File: config.mk
export PLATFORM = sky130hd
export DESIGN_NAME = pwl_sigmoid
export DESIGN_NICKNAME = d
export VERILOG_FILES = /design/src/rtl/pwl_sig_pkg.sv /design/src/rtl/pwl_sig_fold.sv /design/src/rtl/pwl_sig_segments.sv /design/src/rtl/pwl_sig_unfold.sv /design/src/rtl/pwl_sig_deriv.sv /design/src/rtl/pwl_sigmoid.sv
export SDC_FILE = /design/constraint.sdc
export NUM_CORES = 1
export LEC_CHECK = 0
export CORE_MARGIN = 8
export CORE_UTILIZATION = 25
export DETAILED_ROUTE_END_ITERATION = 10
export GPL_TIMING_DRIVEN = 0
export PLACE_DENSITY_LB_ADDON = 0.15
export SYNTH_ARGS = -nofsm -noshare
export SYNTH_HDL_FRONTEND = slang
export SYNTH_SLANG_ARGS = --single-unit
File: constraint.sdc
create_clock -name clk -period 11.46 [get_ports clk]
set_input_delay 2.292 -clock clk [delete_from_list [all_inputs] [get_ports clk]]
set_output_delay 2.292 -clock clk [all_outputs]
set_load 0.05 [all_outputs]
File: src/rtl/pwl_sig_pkg.sv
`timescale 1ns/1ps
// Shared types for the piecewise-linear sigmoid.
// Assumes nothing beyond being compiled before the modules that import it.
package pwl_sig_pkg;

    // Which piece of the positive half curve applies to a magnitude
    typedef enum logic [1:0] {
        SEG_CENTER = 2'd0,   // magnitude below the 1.6 breakpoint
        SEG_OUTER  = 2'd1,   // between 1.6 and 8
        SEG_SAT    = 2'd2    // 8 or beyond
    } seg_e;

    // Breakpoint 1.6 expressed in LSB of a format with fbits fraction bits
    function automatic int knee_lsb(input int fbits);
        return (16 << fbits) / 10;
    endfunction

endpackage

File: src/rtl/pwl_sig_fold.sv
`timescale 1ns/1ps
// Input fold: splits the signed input into a sign flag and an unsigned
// magnitude. TWOS_COMP selects the coding. In two's-complement mode the
// inversion is followed by a one-LSB correction. Assumes W >= 3.
module pwl_sig_fold #(
    parameter int IBITS     = 4,
    parameter int FBITS     = 13,
    parameter bit TWOS_COMP = 1'b1,
    localparam int W        = 1 + IBITS + FBITS
) (
    input  logic [W-1:0] x_i,
    output logic         neg_o,
    output logic [W-1:0] mag_o
);

    generate
        if (TWOS_COMP) begin : g_twos
            // Negate through inversion plus one LSB when the sign bit is set
            always_comb begin
                neg_o = x_i[W-1];
                mag_o = neg_o ? (~x_i + {{(W-1){1'b0}}, 1'b1}) : x_i;
            end
        end else begin : g_signmag
            // Sign-magnitude: strip the sign bit, magnitude is the rest
            always_comb begin
                neg_o = x_i[W-1];
                mag_o = {1'b0, x_i[W-2:0]};
            end
        end
    endgenerate

endmodule

File: src/rtl/pwl_sig_segments.sv
`timescale 1ns/1ps
// Positive half curve: picks the segment for a magnitude and forms its
// value with a constant shift and an add confined to the fraction bits.
// Assumes IBITS >= 4 so that the saturation point 8 is representable.
module pwl_sig_segments
    import pwl_sig_pkg::*;
#(
    parameter int IBITS = 4,
    parameter int FBITS = 13,
    localparam int W    = 1 + IBITS + FBITS
) (
    input  logic [W-1:0]     mag_i,
    output logic [FBITS-1:0] half_o,
    output seg_e             seg_o
);

    localparam logic [W-1:0]     SAT_LIM = W'(8) << FBITS;
    localparam logic [W-1:0]     KNEE    = W'(knee_lsb(FBITS));
    localparam logic [FBITS-1:0] OFS_MID = FBITS'(1) << (FBITS - 1);
    localparam logic [FBITS-1:0] OFS_OUT = FBITS'(7) << (FBITS - 3);

    logic [FBITS-1:0] mid_val;
    logic [FBITS-1:0] out_val;

    // Segment classification by magnitude
    always_comb begin
        if (mag_i >= SAT_LIM)   seg_o = SEG_SAT;
        else if (mag_i >= KNEE) seg_o = SEG_OUTER;
        else                    seg_o = SEG_CENTER;
    end

    // Slope 1/4 around zero, slope 1/64 in the outer piece
    always_comb begin
        mid_val = FBITS'(mag_i >> 2) + OFS_MID;
        out_val = FBITS'(mag_i >> 6) + OFS_OUT;
    end

    // Select the active segment value (saturation handled downstream)
    always_comb begin
        unique case (seg_o)
            SEG_CENTER: half_o = mid_val;
            SEG_OUTER:  half_o = out_val;
            default:    half_o = '1;
        endcase
    end

endmodule

File: src/rtl/pwl_sig_unfold.sv
`timescale 1ns/1ps
// Output unfold: applies y(-n) = 1 - y(n) for negative inputs and pins the
// saturated extremes. Assumes half_i >= 0.5 whenever not saturated.
module pwl_sig_unfold
    import pwl_sig_pkg::*;
#(
    parameter int FBITS = 13
) (
    input  logic             neg_i,
    input  seg_e             seg_i,
    input  logic [FBITS-1:0] half_i,
    output logic [FBITS-1:0] y_o
);

    // Mirror or saturate the positive-side value
    always_comb begin
        if (seg_i == SEG_SAT)
            y_o = neg_i ? '0 : '1;
        else if (neg_i)
            y_o = ~half_i + {{(FBITS-1){1'b0}}, 1'b1};
        else
            y_o = half_i;
    end

endmodule

File: src/rtl/pwl_sig_deriv.sv
`timescale 1ns/1ps
// Training derivative y*(1-y) from the squashed value, one multiplier.
// The result is truncated to FBITS fraction bits; it never exceeds 1/4.
module pwl_sig_deriv #(
    parameter int FBITS = 13,
    localparam int PW   = 2 * FBITS
) (
    input  logic [FBITS-1:0] y_i,
    output logic [FBITS-1:0] dy_o
);

    localparam logic [FBITS:0] ONE = (FBITS+1)'(1) << FBITS;

    logic [FBITS:0] comp;
    logic [PW-1:0]  prod;

    // Complement, product and rescale back to the fraction grid
    always_comb begin
        comp = ONE - {1'b0, y_i};
        prod = PW'(y_i) * PW'(comp);
        dy_o = FBITS'(prod >> FBITS);
    end

endmodule

File: src/rtl/pwl_sigmoid.sv
`timescale 1ns/1ps
// Five-segment sigmoid with derivative, one register stage.
// Assumes a single clock, synchronous active-low reset, IBITS >= 4 and
// FBITS >= 3. Output registers load only on in_valid cycles.
module pwl_sigmoid
    import pwl_sig_pkg::*;
#(
    parameter int IBITS     = 4,
    parameter int FBITS     = 13,
    parameter bit TWOS_COMP = 1'b1,
    localparam int W        = 1 + IBITS + FBITS
) (
    input  logic             clk,
    input  logic             rst_n,
    input  logic             in_valid,
    input  logic [W-1:0]     in_data,
    output logic             out_valid,
    output logic [FBITS-1:0] y_out,
    output logic [FBITS-1:0] dy_out
);

    logic             neg;
    logic [W-1:0]     mag;
    logic [FBITS-1:0] half;
    seg_e             seg;
    logic [FBITS-1:0] y_nxt;
    logic [FBITS-1:0] dy_nxt;

    pwl_sig_fold #(.IBITS(IBITS), .FBITS(FBITS), .TWOS_COMP(TWOS_COMP)) fold_i (
        .x_i   (in_data),
        .neg_o (neg),
        .mag_o (mag)
    );

    pwl_sig_segments #(.IBITS(IBITS), .FBITS(FBITS)) seg_i (
        .mag_i  (mag),
        .half_o (half),
        .seg_o  (seg)
    );

    pwl_sig_unfold #(.FBITS(FBITS)) unfold_i (
        .neg_i  (neg),
        .seg_i  (seg),
        .half_i (half),
        .y_o    (y_nxt)
    );

    pwl_sig_deriv #(.FBITS(FBITS)) deriv_i (
        .y_i  (y_nxt),
        .dy_o (dy_nxt)
    );

    // Output stage: valid pipeline and data capture on valid cycles
    always_ff @(posedge clk) begin
        if (!rst_n) begin
            out_valid <= 1'b0;
            y_out     <= '0;
            dy_out    <= '0;
        end else begin
            out_valid <= in_valid;
            if (in_valid) begin
                y_out  <= y_nxt;
                dy_out <= dy_nxt;
            end
        end
    end

endmodule

Yosys cells after proc, flatten, opt, wreduce, memory -nomap -nowiden
Index checks and enable logic that the tools add are counted.

word-level totals
  register bits after elaboration = 27
  input bits = 21
  output and inout bits = 27
  word-level logic and storage cells = 23

operators by class
  $add $sub $neg = 5
  $mul = 1
  order comparisons = 2
  eq/ne operators = 2
  mux-type cells = 7
  bitwise gates (word level) = 2
  reduce and logical (&&, ||, !) cells = 1

operators by type and width
  kind                    number
  $mux 13                 3
  $mul 13x14->26          1
  $pmux 13 s2             1
  $add 18x1->18 const B   1
  $ge 18x14->1 const B    1
  $ge 18x17->1 const B    1
  $mux 18                 1
  $not 18->18             1
  $sub 14x13->14 const A  1
  $add 12x13->13 const B  1
  $add 13x1->13 const B   1
  $add 13x13->13 const B  1
  $not 13->13             1
  $eq 2x1->1 const B      1
  $eq 2x2->1 const B      1
  $logic_not 2->1         1
  $mux 2                  1
  $mux 1                  1

Longest topological paths before layout
Gate-level depths: netlist of the first run.

  word-level depth = 14
  gate-level depth with buffers = 50
  gate-level depth less buffers = 47

Cells and area by module
A second synthesis of the first run with hierarchy kept.

unflattened totals
  cells, all modules = 909
  area, all modules = 8147.8 sq um

modules (own cells, without submodules)
  module            times used  cells an instance  area an instance (sq um)  sequential area each (sq um)
  pwl_sig_deriv     1           652                5921.9                    0.0
  pwl_sigmoid       1           85                 1028.5                    540.5
  pwl_sig_unfold    1           73                 488.0                     0.0
  pwl_sig_fold      1           56                 384.1                     0.0
  pwl_sig_segments  1           43                 325.3                     0.0

Worst setup path after synthesis of the first run
OpenSTA, ideal clock, no wires.

  kind = input to register
  start point = in in_data[2]
  end point = reg dy_out[10]
  library setup time = 0.079 ns
  data arrival time = 12.363 ns
  data required time = 11.381 ns
  setup slack = -0.982 ns
  stages = 49
  path buffers = 4
  cell sequence = buf_6 nor4_2 buf_2 nand4_1 o21ai_0 xor2_1 ha_1 clkbuf_1 inv_1 a21oi_1 and4b_1 o21a_1 a21boi_4 mux2i_1 nand2_1 nand2_1 inv_1 ha_1 [13 not listed] fa_1 fa_1 inv_1 fa_1 inv_1 ha_1 and3_1 nor2b_1 a221oi_1 o21ai_0 a211oi_1 o21ai_0 a311oi_1 nor2_1 a21o_1 a21oi_1 nand4_1 o211ai_1

on the way
  longest elaborated chain between the ends = 14
  elaborated cells between the ends (all ways) = 19
  classes of those cells = add/sub (5); mul (1); order compare (2); eq/ne (2); mux (6); bitwise (2); reduce/logical (1)

ends and longest elaborated chain
  what                                           line                    source
  start: declaration                             pwl_sigmoid.sv:16       input logic [W-1:0] in_data,
  $not 18->18                                    pwl_sig_fold.sv:21      mag_o = neg_o ? (~x_i + {{(W-1){1'b0}}, 1'b1}) : x_i;
  $add 18x1->18                                  pwl_sig_fold.sv:21
  $mux 18 (*)                                    pwl_sig_fold.sv:21
  $ge 18x14->1                                   pwl_sig_segments.sv:28  else if (mag_i >= KNEE) seg_o = SEG_OUTER;
  $mux 1                                         pwl_sig_segments.sv:28
  $mux 2                                         pwl_sig_segments.sv:27  if (mag_i >= SAT_LIM) seg_o = SEG_SAT;
  $eq 2x1->1 or $logic_not 2->1 (tied branches)  pwl_sig_segments.sv:40  unique case (seg_o)
  $pmux 13 s2                                    pwl_sig_segments.sv:40
  $not 13->13                                    pwl_sig_unfold.sv:20    y_o = ~half_i + {{(FBITS-1){1'b0}}, 1'b1};
  $add 13x1->13                                  pwl_sig_unfold.sv:20
  $mux 13                                        pwl_sig_unfold.sv:19    else if (neg_i)
  $mux 13 (*)                                    pwl_sig_unfold.sv:17    if (seg_i == SEG_SAT)
  $sub 14x13->14                                 pwl_sig_deriv.sv:19     comp = ONE - {1'b0, y_i};
  $mul 13x14->26 (*)                             pwl_sig_deriv.sv:20     prod = PW'(y_i) * PW'(comp);
  end signal: assignment                         pwl_sigmoid.sv:63       dy_out <= dy_nxt;
  end: declaration                               pwl_sigmoid.sv:19       output logic [FBITS-1:0] dy_out

Every way passes the cells marked *; elsewhere a longest branch is shown, timed or not.
A chain may end at the register's enable or synchronous reset.

Worst setup path after layout of the first run
  start point = in in_data[5]
  end point = reg dy_out[9]

Same word-level chain as after synthesis.

==> out/results.ini, run 1 <==
[run_status]
status = finished with violations
violations = setup timing

[critical_path]
slowest_stage = or4_4
path_class = primary input to flop
cp_num_cells = 45
arrival_ns = 11.81
cp.buffers_inverters = 12
crit_path_end_kind = flop
critPathLaunchType = primary input
r2r_slack_ns = 10.66
r2r_start = y_out[4]
critical_path.most_common_cell = buf_4
crit_start = in_data[5]
slowest_delay_ns = 0.58
r2r-end = y_out[4]
crit_family = adder cells
crit_required_ns = 11.60
endpoint = dy_out[9]
worst-r2r-cell-count = 2
path_max_fanout = 10

[synth]
synth-main-ff-cell = dfxtp_1
synth_top_cell_area_share_pct = 31.70
synth.distinct_cells = 76
synth-simple-area-share_pct = 20.21
synth_cells = 970
synthTopCellsByArea = fa_1 (32%), ha_1 (13%), inv_1 (8.4%)
synth_xor_area_share_pct = 3.917
synth-edff-count = 0
seq_area_frac_synth_pct = 6.584
synth_seq_cells = 27
yosysTopAreaCell = fa_1
synthMuxAreaShare_pct = 3.064
synth_compound_area_share_pct = 10.44
ys_warn_count = 0
avgSynthCellArea_um2 = 8.463
async_flop_share_pct = 0
synth_area_um2 = 8209
synthAdderAreaFrac_pct = 44.35
synth_top_family_by_area = adder cells

[clock_network]
cts-htree-levels = 1
cts_tree = built
cts_hold_buf = 0
clkSinkCount = 27
cts_root_buffer = clkbuf_16
cts_inserted_buffers = 3
clockBufferDepth = 2
clk_pin_slew_worst_paths_ns = 0.07
insertion_delay_ns = 0.28

[floorplan]
die_x_um = 197.2
row_count = 66
coreArea_um2 = 32450
boundaryPins = 48
die_h_um = 197.2
dieArea_um2 = 38890
start_util_pct = 25.29

[placement]
gp_congestion = 0.7897
io_buffers = 42
dp_slack_ns = -2.460
hpwl_um = 19640
placed_cells = 1464

[sta]
relSlewSlack_pct = 45.52
report.final.slew_viol_count = 0
worst_pin_slew_ns = 0.8141
fin_crit_sh_pct = 101.8
hold_viol_final = 0
finClkSkew_ns = 0
fin_crit_ns = 11.66
setup_viol = 5
rsz0062_at_grt = true
setup_slack_ns = -0.2042
fmax_mhz = 85.73

[finish]
diodes = 0
drive_above_1_share_pct = 22.09
stdcell_count = 1524
fill_cells = 3463
fin_nets = 1317
area_delta_synth_final_pct = 26.38
final_util_pct = 31.97

[global_routing]
grt_use_total_pct = 12.93
gr-total-overflow = 0
antenna_found_initial = 0
grt_pass1_vias = 7407
grt_max_degree = 15
grt_pass1_wl_um = 40550

[routing]
drt_first_iter_violations = 201
finalWirelength_um = 24060
drc = 0
via_count = 6749
drt-wirelength-per-cell_um = 15.79
dr.pass1.iters = 4
routed_via_density = 4.428
antenna_left = 0

[run]
cap_viol_max_count = 0

[min_path]
hold_path_class = flop to flop
hold_start = dy_out[6]

==> final cells by class <==
| class | count | area (um^2) | area share [%] |
|---|---|---|---|
| flip-flops and latches | 27 | 540.5 | 5.210 |
| plain buffers | 48 | 449.2 | 4.329 |
| clock buffers | 4 | 78.83 | 0.7598 |
| well taps | 442 | 553.0 | 5.330 |
| multi-input cells | 716 | 7208 | 69.48 |
| repair buffers | 100 | 830.8 | 8.008 |
| inverters | 187 | 714.4 | 6.886 |
==> layout by cell type (no fill, tap or decap), types with 15 or more instances in the layout <==
cell,instances
inv_1,170
ha_1,71
nor2_1,106
mux2i_1,24
nand2b_1,30
clkdlybuf4s50_1,29
nand2_1,39
or2_2,35
fa_1,128
xnor2_1,16
o21ai_0,15
buf_4,58
dfxtp_1,27
==> worst min path at each step <==
stage	cells after the start	slack [ns]	end
final	2	0.47	dy_out[6]
after global placement	2	0.46	dy_out[6]
after global routing	2	0.51	y_out[1]
after floorplan	2	0.69	y_out[12]
after CTS	2	0.48	dy_out[6]
after detailed placement	2	0.47	dy_out[6]
==> Yosys cell counts, types with 4 or more instances <==
cell type	n
inv_1	184
fa_1	130
nor2_1	115
ha_1	83
nand2_1	41
or2_2	40
clkbuf_1	31
nand2b_1	30
dfxtp_1	27
mux2i_1	24
xnor2_1	20
o21ai_0	18
a21oi_1	15
a211oi_1	14
xor2_1	13
nor3_1	12
or3_1	11
buf_2	9
nand3_1	8
a21o_1	7
a31oi_1	7
and2_1	7
and3_1	7
nand4_1	7
nor2b_1	7
buf_1	6
o31ai_1	6
o211ai_1	5
a311o_1	4
buf_6	4
nand3b_1	4
==> logic make-up (layout without fill, tap and decap cells) <==
family | count (synthesis) | in the layout
DFF | 27 | 27
adders and majority gates | 213 | 213
muxes | 25 | 25
xor gates and xnor gates | 35 | 35
AOI/OAI and AO/OA | 114 | 114
other | 2 | 12
and+or+nand+nor | 317 | 317
buffers and inverters | 237 | 339
==> through the flow <==
stage | hold slack (ns) | setup TNS [ns] | instance area [um^2]
2_1_floorplan | 0.6910 | -0.03091 | 8554
3_3_place_gp | 0.4616 | -24.61 | 9528
3_5_place_dp | 0.4707 | -24.38 | 9528
4_1_cts | 0.4791 | -1.147 | 10280
5_1_grt | 0.5091 | -4.526 | 10380
6_report | 0.4730 | -0.8650 | 10380
==> registers in the layout (all words and copies together) (netlist names) <==
name and count:
y_out 13, dy_out 13, out_valid 1
==> worst reg2reg max path: cells and delay by family, from the launching register on <==
family          cells  cell delay (ns)
flops               1             0.44
simple gates        1             0.06
compound gates      1             0.22
==> timing repair <==
action,4_1_cts,5_1_grt
cloned,0,0
setup endpoints to repair,13,11
pin swaps,55,32
gates resized for setup,121,22
setup buffers,52,6
==> routing by layer <==
layer	vias to the layer above	share of wire [%]	wire length, um	global-route usage (%)
met5	-	0	0	0
met4	0	0.61	146	1.560
met3	11	2.4	579	0.7325
met2	94	48	11500	22.29
met1	3343	49	11830	18.04
li1	3301	-	-	-
Power of run 1 is left out: the tool's default activity adds up to more than one toggle a clock period on the data nets, which glitch-free logic cannot reach.
==> inputs of run 2 (changes only) <==
- CELL_PAD_IN_SITES_DETAIL_PLACEMENT: unset -> 1
- CELL_PAD_IN_SITES_GLOBAL_PLACEMENT: unset -> 1
- CTS_CLUSTER_DIAMETER: unset -> 120
==> run 2 against run 1 <==
Net effect: the flow still finishes with violations (setup timing); critical path depth up 3; maximum frequency decreased by 1.2%; design area shrank 0.21%; register-to-register slack gained 0.03 ns; final cell count down 0.46%; non-clock buffer count decreased by 7; utilization decreased by 0.066 points; global-route usage is 0.72 points higher; flip-flop and latch count unchanged.
==> out/results.ini, run 2 (synthesized netlist as in run 1, its figures left out) <==
[sta]
fin_crit_sh_pct = 103.0  ; was 101.8%
hold_viol_final = 0  ; unchanged
rsz0062_at_grt = true  ; unchanged
report.final.slew_viol_count = 0  ; unchanged
finClkSkew_ns = 0  ; unchanged
setup_viol = 5  ; unchanged
whs_ns = 0.4720  ; was 0.4730 ns
setup_slack_ns = -0.3461  ; was -0.2042 ns
fin_crit_ns = 11.81  ; was 11.66 ns
fmax_mhz = 84.70  ; was 85.73 MHz
relSlewSlack_pct = 45.13  ; was 45.52%
worst_pin_slew_ns = 0.8200  ; was 0.8141 ns

[run]
cap_viol_max_count = 0  ; unchanged

[clock_network]
insertion_delay_ns = 0.27  ; was 0.28 ns
cts_root_buffer = clkbuf_16  ; unchanged
cts_tree = built  ; unchanged
clkSinkCount = 27  ; unchanged
cts_inserted_buffers = 3  ; unchanged
cts-htree-levels = 1  ; unchanged
clockBufferDepth = 2  ; unchanged
clk_pin_slew_worst_paths_ns = 0.07  ; about the same

[routing]
drt_first_iter_violations = 195  ; was 201
via_count = 6774  ; was 6749
drc = 0  ; unchanged
antenna_left = 0  ; unchanged
routed_via_density = 4.465  ; was 4.428
dr.pass1.iters = 4  ; unchanged
finalWirelength_um = 25610  ; was 24060 um
drt-wirelength-per-cell_um = 16.88  ; was 15.79 um

[placement]
dp_slack_ns = -2.613  ; was -2.460 ns
hpwl_um = 21440  ; was 19640 um
placed_cells = 1464  ; unchanged
gp_congestion = 0.8089  ; was 0.7897
io_buffers = 42  ; unchanged

[finish]
fill_cells = 3779  ; was 3463
final_cell_mix = inv_1 (169), fa_1 (128), nor2_1 (109)  ; was inv_1 (170), fa_1 (128), nor2_1 (106)
fin_nets = 1310  ; was 1317
area_delta_synth_final_pct = 26.12  ; was 26.38%
final_common_cell = inv_1  ; unchanged
reg_top3 = dy_out: 13 flops, y_out: 13 flops, out_valid: 1 flops  ; unchanged
drive_above_1_share_pct = 21.77  ; was 22.09%
stdcell_count = 1517  ; was 1524
diodes = 0  ; unchanged

[global_routing]
gr-total-overflow = 0  ; unchanged
grt_pass1_wl_um = 42700  ; was 40550 um
antenna_found_initial = 0  ; unchanged
grt_max_degree = 16  ; was 15
grt_pass1_vias = 7724  ; was 7407
grt_use_total_pct = 13.65  ; was 12.93%

[min_path]
hold_path_class = flop to flop  ; unchanged
min_path_cells = 2  ; unchanged
hold_start = dy_out[6]  ; unchanged

[critical_path]
path_class = primary input to flop  ; unchanged
path_max_fanout = 9  ; was 10
critPathLaunchType = primary input  ; unchanged
critical_path.most_common_cell = fa_1  ; was buf_4
slowest_stage = fa_1  ; was or4_4
crit_required_ns = 11.61  ; was 11.60 ns
r2r_start = y_out[0]  ; was y_out[4]
crit_path_end_kind = flop  ; unchanged
slowest_delay_ns = 0.54  ; was 0.58 ns
arrival_ns = 11.95  ; was 11.81 ns
worst-r2r-cell-count = 2  ; unchanged
crit_start = in_data[2]  ; was in_data[5]

[floorplan]
row_count = 66  ; unchanged
coreArea_um2 = 32450  ; unchanged
dieArea_um2 = 38890  ; unchanged
boundaryPins = 48  ; unchanged
start_util_pct = 25.29  ; unchanged
die_x_um = 197.2  ; unchanged
die_h_um = 197.2  ; unchanged

[run_status]
status = finished with violations  ; unchanged
violations = setup timing  ; unchanged

==> run 2: cell types whose count changed in the layout (fill, tap and decap cells not counted), moves of 3 or more <==
cell,before,now
nor2_1,106,109
buf_4,58,53
clkbuf_1,13,10
nor2_2,8,3
==> run 2: timing repair <==
| action | in CTS | in global routing |
|---|---|---|
| buffers inserted | 38 | 14 |
| hold buffers | 0 | 0 |
| gates resized for setup | 115 | 34 |
| pin swaps | 45 | 28 |
| setup endpoints to repair | 13 | 12 |
==> run 2: worst max-delay path, delay by kind of cell <==
kind | cells | cell delay, ns
AOI/OAI and AO/OA | 14 | 2.86
xor gates and xnor gates | 2 | 0.55
muxes | 2 | 0.36
buffers and inverters | 12 | 1.12
adders and majority gates | 8 | 3.18
and+or+nand+nor | 10 | 1.57
==> run 2: metrics by stage <==
step	area [um^2]	setup TNS (ns)	utilization (%)
2_1_floorplan	8554	-0.03091	-
3_3_place_gp	9528	-26.44	29.36
3_5_place_dp	9528	-27.15	29.36
4_1_cts	10170	-1.868	31.33
5_1_grt	10350	-4.962	31.90
6_report	10350	-1.302	31.90
==> run 2: metal layers <==
metal	share of wire (%)	GRT usage, %	wire (um)
met5	0	0	0
met4	0.25	0.8359	63
met3	1.8	0.8518	455
met2	49	24.23	12550
met1	49	18.75	12540
==> run 2: final timing paths <==
check	end	slack, ns
setup / recovery	dy_out[12]	-0.35
hold / removal	dy_out[6]	0.47
hold reg to reg	dy_out[6]	0.47
setup reg to reg	y_out[0]	10.69
==> run 2: area by class of cell <==
| class | count | area, um^2 | share of cell area (%) |
|---|---|---|---|
| Buffer | 47 | 435.4 | 4.205 |
| Clock buffer | 3 | 75.07 | 0.7251 |
| Clock inverter | 1 | 5.005 | 0.04834 |
| Inverter | 187 | 719.4 | 6.949 |
| Multi-Input combinational cell | 716 | 7246 | 69.98 |
| Sequential cell | 27 | 540.5 | 5.221 |
| Tap cell | 442 | 553.0 | 5.341 |
| Timing Repair Buffer | 94 | 779.5 | 7.529 |
Power of run 2 is left out for the same reason.
==> inputs of run 3 (changes only) <==
- SKIP_CTS_REPAIR_TIMING: unset -> 1
==> run 3 against run 2 <==
Net effect: the flow still finishes with violations (setup timing); via count fell by 0.93%; highest routed layer unchanged; sequential share of layout area increased by 0.052 points; global-route usage down 0.37 points; register-to-register slack hardly changed; final cell count down 0.40%; critical path type unchanged; maximum frequency is 1.6% lower.
==> out/results.ini, run 3 (synthesized netlist as in run 1, its figures left out) <==
[routing]
top_layer = met4  ; unchanged
via_count = 6711  ; was 6774
routed_via_density = 4.441  ; was 4.465
met2_wirelength_um = 12240  ; was 12550 um
finalWirelength_um = 25330  ; was 25610 um
drt_first_iter_violations = 183  ; was 195
antenna_left = 0  ; unchanged
routed-wl-met3_um = 337  ; was 455 um
m1WireLength_um = 12590  ; was 12540 um
drt-wirelength-per-cell_um = 16.76  ; was 16.88 um
drc = 0  ; unchanged
dr.pass1.iters = 4  ; unchanged

[run_status]
status = finished with violations  ; unchanged
violations = setup timing  ; unchanged

[sta]
fin_crit_ns = 12.00  ; was 11.81 ns
worst_pin_slew_ns = 0.8455  ; was 0.8200 ns
setup_slack_ns = -0.5371  ; was -0.3461 ns
finClkSkew_ns = 0  ; unchanged
rsz0062_at_grt = true  ; unchanged
fin_setup_tns_ns = -2.728  ; was -1.302 ns
fin_crit_sh_pct = 104.7  ; was 103.0%
setup_viol = 8  ; was 5
hold_viol_final = 0  ; unchanged
relSlewSlack_pct = 43.42  ; was 45.13%
fmax_mhz = 83.35  ; was 84.70 MHz
report.final.slew_viol_count = 0  ; unchanged

[floorplan]
dieArea_um2 = 38890  ; unchanged
die_x_um = 197.2  ; unchanged
boundaryPins = 48  ; unchanged
coreArea_um2 = 32450  ; unchanged
die_h_um = 197.2  ; unchanged
start_util_pct = 25.29  ; unchanged
row_count = 66  ; unchanged

[critical_path]
arrival_ns = 12.14  ; was 11.95 ns
slowest_stage = or4_4  ; was fa_1
critPathLaunchType = primary input  ; unchanged
path_max_fanout = 6  ; was 9
crit_required_ns = 11.61  ; about the same
slowest_delay_ns = 0.56  ; was 0.54 ns
critical_path.most_common_cell = fa_1  ; unchanged
path_class = primary input to flop  ; unchanged
crit_path_end_kind = flop  ; unchanged

[global_routing]
grt_use_total_pct = 13.28  ; was 13.65%
gr-total-overflow = 0  ; unchanged
grt_pass1_vias = 7486  ; was 7724
grt_max_degree = 16  ; unchanged
grt_pass1_wl_um = 41500  ; was 42700 um
antenna_found_initial = 0  ; unchanged

[placement]
gp_congestion = 0.8089  ; unchanged
io_buffers = 42  ; unchanged
hpwl_um = 21440  ; unchanged

[finish]
area_delta_synth_final_pct = 24.87  ; was 26.12%
final_common_cell = inv_1  ; unchanged
fin_nets = 1304  ; was 1310
final_cell_mix = inv_1 (174), fa_1 (129), nor2_1 (107)  ; was inv_1 (169), fa_1 (128), nor2_1 (109)
drive_above_1_share_pct = 20.11  ; was 21.77%
reg_top3 = dy_out: 13 flops, y_out: 13 flops, out_valid: 1 flops  ; unchanged
diodes = 0  ; unchanged

[run]
cap_viol_max_count = 0  ; unchanged

[clock_network]
cts-htree-levels = 1  ; unchanged
clockBufferDepth = 2  ; unchanged
cts_inserted_buffers = 3  ; unchanged
clk_pin_slew_worst_paths_ns = 0.07  ; about the same
clkSinkCount = 27  ; unchanged
insertion_delay_ns = 0.27  ; about the same
cts_tree = built  ; unchanged
cts_root_buffer = clkbuf_16  ; unchanged

[min_path]
hold_path_class = flop to flop  ; unchanged

-- run 3: cell type report --
type	count	area (um^2)
inverters	187	725.7
flip-flops and latches	27	540.5
fillers	3770	22200
repair buffers	87	759.5
plain buffers	48	400.4
multi-input cells	716	7192
clock inverters	1	5.005
well taps	442	553.0
clock buffers	3	75.07
-- run 3: critical path: cells and delay by family --
kind                     cells  cell delay (ns)
adder cells (fa/ha/maj)      9             3.42
AND/OR/NAND/NOR             12             2.74
XOR/XNOR                     1             0.14
AO/OA/AOI/OAI               13             2.57
buffers and inverters        8             0.59
multiplexers                 2             0.38
-- run 3: metrics by stage --
stage	hold slack [ns]	setup slack (ns)	utilization, %	area (um^2)	std cells
finish	0.4776	-0.5371	31.59	10250	1511
global route	0.5024	-0.9683	31.59	10250	1511
CTS	0.4777	-2.363	29.61	9608	1468
detailed placement	0.4632	-2.613	29.36	9528	1464
global placement	0.4648	-2.585	29.36	9528	1464
floorplan	0.6910	-0.02508	-	8554	980
-- run 3: routing by layer --
metal,up-vias,track usage (%)
met5,-,0
met4,0,0.7523
met3,8,0.8518
met2,49,23.47
met1,3389,18.34
li1,3265,-
-- run 3: final timing paths --
check                                  to  startpoint  slack [ns]  depth (start not counted)
worst max-delay path            dy_out[9]  in_data[9]       -0.54                         45
worst min-delay path            dy_out[6]   dy_out[6]        0.48                          2
worst max register to register   y_out[4]    y_out[4]       10.68                          2
worst min register to register  dy_out[6]   dy_out[6]        0.48                          2
Power of run 3 is left out for the same reason.
